<file path="src/rtl/wdtPkg.sv">
package wdtPkg;
  localparam int ADDR_W  = 3;
  localparam int DIV_W   = 4;
  localparam int DIV_LSB = 4;

  localparam logic [ADDR_W-1:0] A_KEY    = 3'd0;
  localparam logic [ADDR_W-1:0] A_CTRL   = 3'd1;
  localparam logic [ADDR_W-1:0] A_RELOAD = 3'd2;
  localparam logic [ADDR_W-1:0] A_FEED   = 3'd3;
  localparam logic [ADDR_W-1:0] A_STATUS = 3'd4;
  localparam logic [ADDR_W-1:0] A_DIV    = 3'd5;

  // strobes from control to datapath
  typedef struct packed {
    logic             wrReload;
    logic             feed;
    logic             run;
    logic [DIV_W-1:0] divN;
  } wdtStrobe_t;
endpackage

</file>
<file path="src/rtl/wdtDatapath.sv">
module wdtDatapath
  import wdtPkg::*;
#(
  parameter int DATA_W = 32
) (
  input  logic              clk,
  input  logic              rstN,
  input  wdtStrobe_t        stb,
  input  logic [DATA_W-1:0] wrData,
  output logic              expire,
  output logic [DATA_W-1:0] reloadVal
);
  logic [DIV_W-1:0]  preCnt;
  logic [DATA_W-1:0] count;
  logic              tick;
  logic              restart;

  assign restart = stb.wrReload || stb.feed;
  assign tick    = stb.run && (preCnt == stb.divN);
  assign expire  = tick && (count == '0) && !restart;

  // prescaler: one tick every divN+1 cycles
  always_ff @(posedge clk or negedge rstN) begin
    if (!rstN) begin
      preCnt <= '0;
    end else if (!stb.run || restart || tick) begin
      preCnt <= '0;
    end else begin
      preCnt <= preCnt + 1'b1;
    end
  end

  always_ff @(posedge clk or negedge rstN) begin
    if (!rstN) begin
      reloadVal <= '1;
    end else if (stb.wrReload) begin
      reloadVal <= wrData;
    end
  end

  always_ff @(posedge clk or negedge rstN) begin
    if (!rstN) begin
      count <= '1;
    end else if (stb.wrReload) begin
      count <= wrData;
    end else if (stb.feed) begin
      count <= reloadVal;
    end else if (tick) begin
      count <= (count == '0) ? reloadVal : count - 1'b1;
    end
  end
endmodule

</file>
<file path="src/rtl/wdtCtrl.sv">
module wdtCtrl
  import wdtPkg::*;
#(
  parameter int                DATA_W    = 32,
  parameter logic [DATA_W-1:0] KEY_TOKEN = 32'h5A5AC3C3
) (
  input  logic              clk,
  input  logic              rstN,
  input  logic              busWe,
  input  logic [ADDR_W-1:0] busAddr,
  input  logic [DATA_W-1:0] busWdata,
  output logic [DATA_W-1:0] busRdata,
  input  logic              expire,
  input  logic [DATA_W-1:0] reloadVal,
  output wdtStrobe_t        stb,
  output logic              irqOut,
  output logic              rstReq
);
  logic             locked;
  logic             intEn;
  logic             resEn;
  logic             irqPend;
  logic             rstPulse;
  logic [DIV_W-1:0] divN;
  logic             wrOk;
  logic             feedStb;

  assign wrOk    = busWe && !locked;
  assign feedStb = wrOk && (busAddr == A_FEED) && busWdata[0];

  always_ff @(posedge clk or negedge rstN) begin
    if (!rstN) begin
      locked   <= 1'b1;
      intEn    <= 1'b0;
      resEn    <= 1'b0;
      divN     <= '0;
      irqPend  <= 1'b0;
      rstPulse <= 1'b0;
    end else begin
      if (busWe && busAddr == A_KEY) locked <= (busWdata != KEY_TOKEN);
      if (wrOk && busAddr == A_CTRL) begin
        intEn <= busWdata[0];
        resEn <= busWdata[1];
      end
      if (wrOk && busAddr == A_DIV) divN <= busWdata[DIV_LSB +: DIV_W];
      if (feedStb) irqPend <= 1'b0;
      else if (expire) irqPend <= 1'b1;
      rstPulse <= expire && irqPend && resEn && !feedStb && !rstPulse;
    end
  end

  assign stb.wrReload = wrOk && (busAddr == A_RELOAD);
  assign stb.feed     = feedStb;
  assign stb.run      = intEn;
  assign stb.divN     = divN;

  always_comb begin
    busRdata = '0;
    case (busAddr)
      A_KEY:    busRdata[0] = locked;
      A_CTRL:   busRdata[1:0] = {resEn, intEn};
      A_RELOAD: busRdata = reloadVal;
      A_STATUS: busRdata[0] = irqPend;
      A_DIV:    busRdata[DIV_LSB +: DIV_W] = divN;
      default:  busRdata = '0;
    endcase
  end

  assign irqOut = irqPend;
  assign rstReq = rstPulse;
endmodule

</file>
<file path="src/rtl/wdtTimer.sv">
module wdtTimer
  import wdtPkg::*;
#(
  parameter int                DATA_W    = 32,
  parameter logic [DATA_W-1:0] KEY_TOKEN = 32'h5A5AC3C3
) (
  input  logic              clk,
  input  logic              rstN,
  input  logic              busWe,
  input  logic [ADDR_W-1:0] busAddr,
  input  logic [DATA_W-1:0] busWdata,
  output logic [DATA_W-1:0] busRdata,
  output logic              irqOut,
  output logic              rstReq
);
  wdtStrobe_t        stb;
  logic              expire;
  logic [DATA_W-1:0] reloadVal;

  wdtCtrl #(.DATA_W(DATA_W), .KEY_TOKEN(KEY_TOKEN)) ctrl_i (
    .clk(clk), .rstN(rstN), .busWe(busWe), .busAddr(busAddr),
    .busWdata(busWdata), .busRdata(busRdata), .expire(expire),
    .reloadVal(reloadVal), .stb(stb), .irqOut(irqOut), .rstReq(rstReq)
  );

  wdtDatapath #(.DATA_W(DATA_W)) dp_i (
    .clk(clk), .rstN(rstN), .stb(stb), .wrData(busWdata),
    .expire(expire), .reloadVal(reloadVal)
  );
endmodule

</file>
<file path="config.mk">
export PLATFORM = sky130hd
export DESIGN_NAME = wdtTimer
export DESIGN_NICKNAME = d
export VERILOG_FILES = /design/src/rtl/wdtPkg.sv /design/src/rtl/wdtDatapath.sv /design/src/rtl/wdtCtrl.sv /design/src/rtl/wdtTimer.sv
export SDC_FILE = /design/constraint.sdc
export NUM_CORES = 1
export LEC_CHECK = 0
export BUFFER_PORTS_ARGS = -buffer_cell sky130_fd_sc_hd__buf_2
export CAP_MARGIN = 20
export CORE_MARGIN = 5
export CORE_UTILIZATION = 25
export DETAILED_ROUTE_END_ITERATION = 6
export GPL_ROUTABILITY_DRIVEN = 0
export HOLD_SLACK_MARGIN = 0.1
export PLACE_DENSITY = 0.43
export SLEW_MARGIN = 30
export SYNTH_ARGS = -nofsm -noshare
export SYNTH_HDL_FRONTEND = slang
export SYNTH_SLANG_ARGS = --single-unit
</file>
<file path="constraint.sdc">
create_clock -name clk -period 3.3 [get_ports clk]
set_input_delay 0.165 -clock clk [delete_from_list [all_inputs] [get_ports clk]]
set_output_delay 0.165 -clock clk [all_outputs]
set_load 0.005 [all_outputs]
</file>
# After elaboration in Yosys (flattened, before gate mapping)
# Cells that the tools add are included.
# Widths: inputs -> output; s select.
# word_totals
ff_bits	77
input_bits	38
out_inout_bits	34
elab_cells	56
# classes
add_sub_neg	2
n_eq_ne	7
muxes	12
reduce_logical	26
# ops
op	count
$mux 32	4
$logic_not 32->1	1
$ne 32x31->1 const B	1
$sub 32x1->32 const B	1
$mux 24	1
$logic_and 1x1->1	14
$pmux 4 s2	1
$eq 3x2->1 const B	2
$eq 3x3->1 const B	2
$logic_not 1->1	5
$add 4x1->4 const B	1
$eq 4x4->1	1
$mux 4	1
$pmux 1 s4	1
$eq 3x1->1 const B	1
$logic_not 3->1	1
$logic_or 1x1->1	3
$reduce_bool 3->1	1
$mux 1	2
$mux 2	1
$pmux 1 s2	1
$reduce_bool 2->1	1

# Depth between registers and ports, before layout
# logic_depth
depth_word	11
depth_mapped	10

# Hierarchy
# Synthesis repeated with hierarchy kept, for this count alone.
# unflattened
cells_unflattened	499
hier_area_um2	4590.7
# modules_own_cells
module	instances	cells_each	area_each_um2	seq_area_each_um2
wdtDatapath	1	409	3808.7	1781.7
wdtCtrl	1	90	782.0	226.5

# Worst setup path after synthesis
# No wires, ideal clock.
# synth_path
path_type	reg-to-reg
from	register dp_i.count[15]
to	register dp_i.count[29]
setup_time_ps	84
arrival_time_ps	2240
t_required_ps	3216
slack_ps	977
path_stages_with_launch	7
synth_period_minus_slack_ps	2323
path_cell_list	dfstp_2 > or4_4 > or3_4 > or3_4 > nor3_2 > o21ai_1 > a311o_1
# synth_via
elab_chain_len	5
# synth_rtl
item	line_no	text
from (decl)	wdtDatapath.sv:14	logic [DATA_W-1:0] count;
from (signal assigned)	wdtDatapath.sv:45	count <= wrData;
from (signal assigned)	wdtDatapath.sv:47	count <= reloadVal;
from (signal assigned)	wdtDatapath.sv:49	count <= (count == '0) ? reloadVal : count - 1'b1;
$sub 32x1->32 / $logic_not 32->1 (equally long branches)	wdtDatapath.sv:49	
$mux 32 *	wdtDatapath.sv:49	
$mux 32 *	wdtDatapath.sv:48	end else if (tick) begin
$mux 32 *	wdtDatapath.sv:46	end else if (stb.feed) begin
$mux 32 *	wdtDatapath.sv:44	end else if (stb.wrReload) begin
# Mark *: on every way between the ends. The rest lies on a longest branch, timed or not. The select of a mux whose other input is x is not followed.
# A chain may end at the register's enable or synchronous reset.

# Worst setup path after layout
# layout_path
from	register dp_i.count[0]
to	register dp_i.count[31]
# Same word-level chain as after synthesis.

==> run metrics <==
area grow syn2layout=26.7%; Arrival @ worst endpoint=3020 ps; Synth Area in XOR/XNOR=1.76%; sequential share of power=47.9%; vias in the first global route=about 4400; Fin Setup TNS=0 ps; width of the chip=144 um; WHS Path Cells=2; residual DRC count=0; DRT Wirelength=~15000 um; mean area per synthesized cell=8.68 um^2; max-cap violations=0; adder-cell share of the synthesized area=0.836%; total congestion overflow=0; Final Cycle Share=83.1%; Core Area=between 15000 and 20000 um^2; Antenna Nets Post-Route=0; Mapped Area=4490 um^2; die height=144 um; Psw=1.15 mW; ys async rst share=100%; HPWL Detailed=11000 um; largest net degree at the start of global routing=78; Tot GR Track Use=15.2%; synth unique cells=62; HP Class=input pin to flop; Simple-Gate Fraction of Synth Area=31.5%; Max VDD drop=0.284 mV; post-synthesis mux area share=1.98%; detailed router's first-iteration violation count=269; initial antenna violation count=0; Via density=between 5 and 6; crit start category=flop; CTS tree=built; max incr delay on CP=around 670 ps; clk_lat worst skew=350 ps; Fin. Hold Viols=0; crit-path cells=inv_1 -> ha_1 -> nor4b_1 -> and4_1 -> and3_1 -> nor2_1 -> o221ai_1 -> a22o_1; crit path kind=flop to flop; R2R depth=8; Setup Viol. Count Final=0; RR Endpoint=dp_i.count[31]; worst hold path endpoint=dp_i.reloadVal[23]; clock-pin slew on the worst setup and hold paths=60 ps; slew margin rel.=42.6%; num rows=a little under 50; io pins=between 70 and 80; Worst R2R Start=dp_i.count[0]; critical path required time=between 3000 and 4000 ps; Net Sw Frac=33.1%; Cells after Synth=517; Root Buffer=clkbuf_16; cell type of the slowest stage on the worst timing path=nor2_1; post_cts resized=0; Initial Utilization=between 20% and 30%; Final nets=651; clock power share=28.0%; Sink Count=77; Leak=2.46 nW; min Tclk post-route=2740 ps; IO buf count=71; Die ar.=20700 um^2; routed len/inst=18.2 um; Hold Slack=106 ps; FMAX=~360 MHz; Top FF cell, synth=dfstp_2; syn nets=558; Final Max Tran Viols=0; Slew @ Worst Pin=849 ps; H-tree depth=3; Clock Path Buffers=2; crit-path max FO=9; Logic pwr share=24.1%; status=finished clean; compound-cell area share of the yosys netlist=approximately 16%; diodes inserted=0; PwrDens=612 nW/um^2; largest family of logic cells by synthesized area=simple AND/OR/NAND/NOR gates; RSZ-0062 raised after global routing=false; via count=~4300; Max Clock Skew=~8.4 ps; register bit total from synthesis=77; post-synthesis sequential area ratio=around 45%; critical path endpoint category=flop; share of layout cells above drive strength 1=30.4%; Num CTS Buffers=9; R2R Setup Slk=560 ps; Pint=2.33 mW; first-pass GRT wire length=24400 um; number of synthesized flops with an enable pin=0; hold path startpoint=busWdata[23]; Synthesis Warnings=0; TritonRoute pass-1 iters=5
[cell type report]
type                       count  area (um^2)
fill                        1907        12200
clock inverter                 3         20.0
tap                          229          287
clock buffer                  13          270
inverter                       7         26.3
multi-input combinational    405         2360
timing repair buffer         110          719
sequential                    77         2010
[worst max path at each step]
| stage | from | to | slack [ps] |
|---|---|---|---|
| finish | dp_i.count[0] | dp_i.count[31] | 560 |
| global route | dp_i.count[0] | dp_i.count[5] | 410 |
| CTS | dp_i.count[0] | dp_i.count[31] | 570 |
| detailed placement | dp_i.count[0] | dp_i.count[31] | 600 |
| global placement | dp_i.count[0] | dp_i.count[31] | 690 |
| floorplan | dp_i.count[15] | dp_i.count[29] | 980 |
[state kept, by name, summed over array words and instances (netlist names)]
name / count
ctrl_i.locked: 1
ctrl_i.resEn: 1
ctrl_i.intEn: 1
dp_i.count: 32
dp_i.preCnt: 4
ctrl_i.irqOut: 1
ctrl_i.rstReq: 1
ctrl_i.divN: 4
dp_i.reloadVal: 32
[routing by layer]
metal / global-route usage (%) / share of wire, % / up-vias / wire (um)
met5: 0 / 0 / - / 0
met4: 5.25 / 1.7 / 0 / 264
met3: 2.51 / 4.4 / 15 / 671
met2: 24.5 / 46 / 110 / 7140
met1: 20.6 / 47 / 2147 / 7300
li1: - / - / 2055 / -
[power groups by stage]
stage / Clock [mW] / Combinational [mW] / Sequential [mW]
after detailed placement: 0 / 0.813 / 1.68
after floorplan: 0 / 0.577 / 1.57
after CTS: 1.00 / 0.843 / 1.67
after global routing: 1.04 / 0.932 / 1.71
after global placement: 0 / 0.800 / 1.68
final: 0.976 / 0.837 / 1.67
[critical path, delay by kind of cell (launching register included)]
family	cells	cell delay [ps]
simple gates	4	1370
flops	1	570
compound gates	2	460
fa+ha+maj	1	200
buf+inv	1	70
[cell usage after synthesis (6+ instances only)]
cell      count  area, um^2
inv_1         7        26.3
dfrtp_1      12         300
a31oi_1      11        68.8
nand3_1      18        90.1
clkbuf_1     24        90.1
a22o_1        6        52.6
and3_1        9        56.3
nor4_1        9        56.3
dfstp_2      65        1710
a21oi_1      17        85.1
and2_1       27         169
nand4_1      12        75.1
mux2_2        7        78.8
nor2_1       27         101
o21ai_0      20         100
nand2_1     133         499
nor3_1       17        85.1
a221o_1       6        60.1
xor2_1        6        52.6
[through the flow]
| stage | power [mW] | instances | utilization, % | area (um^2) | setup slack (ps) |
|---|---|---|---|---|---|
| 2_1_floorplan | 2.15 | 517 | - | 4490 | 977 |
| 3_3_place_gp | 2.48 | 802 | 28.8 | 5130 | 685 |
| 3_5_place_dp | 2.49 | 802 | 28.8 | 5140 | 597 |
| 4_1_cts | 3.52 | 844 | 31.9 | 5690 | 574 |
| 5_1_grt | 3.68 | 844 | 31.9 | 5690 | 411 |
| 6_report | 3.48 | 844 | 31.9 | 5690 | 556 |
[what timing repair did]
item / 4_1_cts / 5_1_grt
hold buffers: 26 / 0
setup endpoints to repair: 0 / 0
endpoints found under the hold margin: 41 / 0
buffers inserted: 0 / 0
[placed cells by master, fill, tap and decap left out, types with 4 or more instances in the layout]
cell type and n:
nand3_1 18, nor4bb_1 4, nand4_1 12, and2_1 27, nand2_1 133, nor3_1 17
dfstp_2 65, mux2_2 7, a221o_1 6, and3_1 9, dfrtp_1 12, or3_1 4
nor4_1 9, a31oi_1 10, clkbuf_16 9, inv_1 7, buf_2 70, nor2_1 27
xor2_1 6, dlygate4sd3_1 26, a21oi_1 17, o21ai_0 20, a22o_1 6, nor4b_1 5
buf_4 13
[cells by family after synthesis]
| family | after synthesis |
|---|---|
| xor+xnor | 9 |
| compound gates | 102 |
| simple gates | 283 |
| fa+ha+maj | 3 |
| mux | 8 |
| flops | 77 |
| buf+inv | 35 |
(Power assumes the default switching activity.)
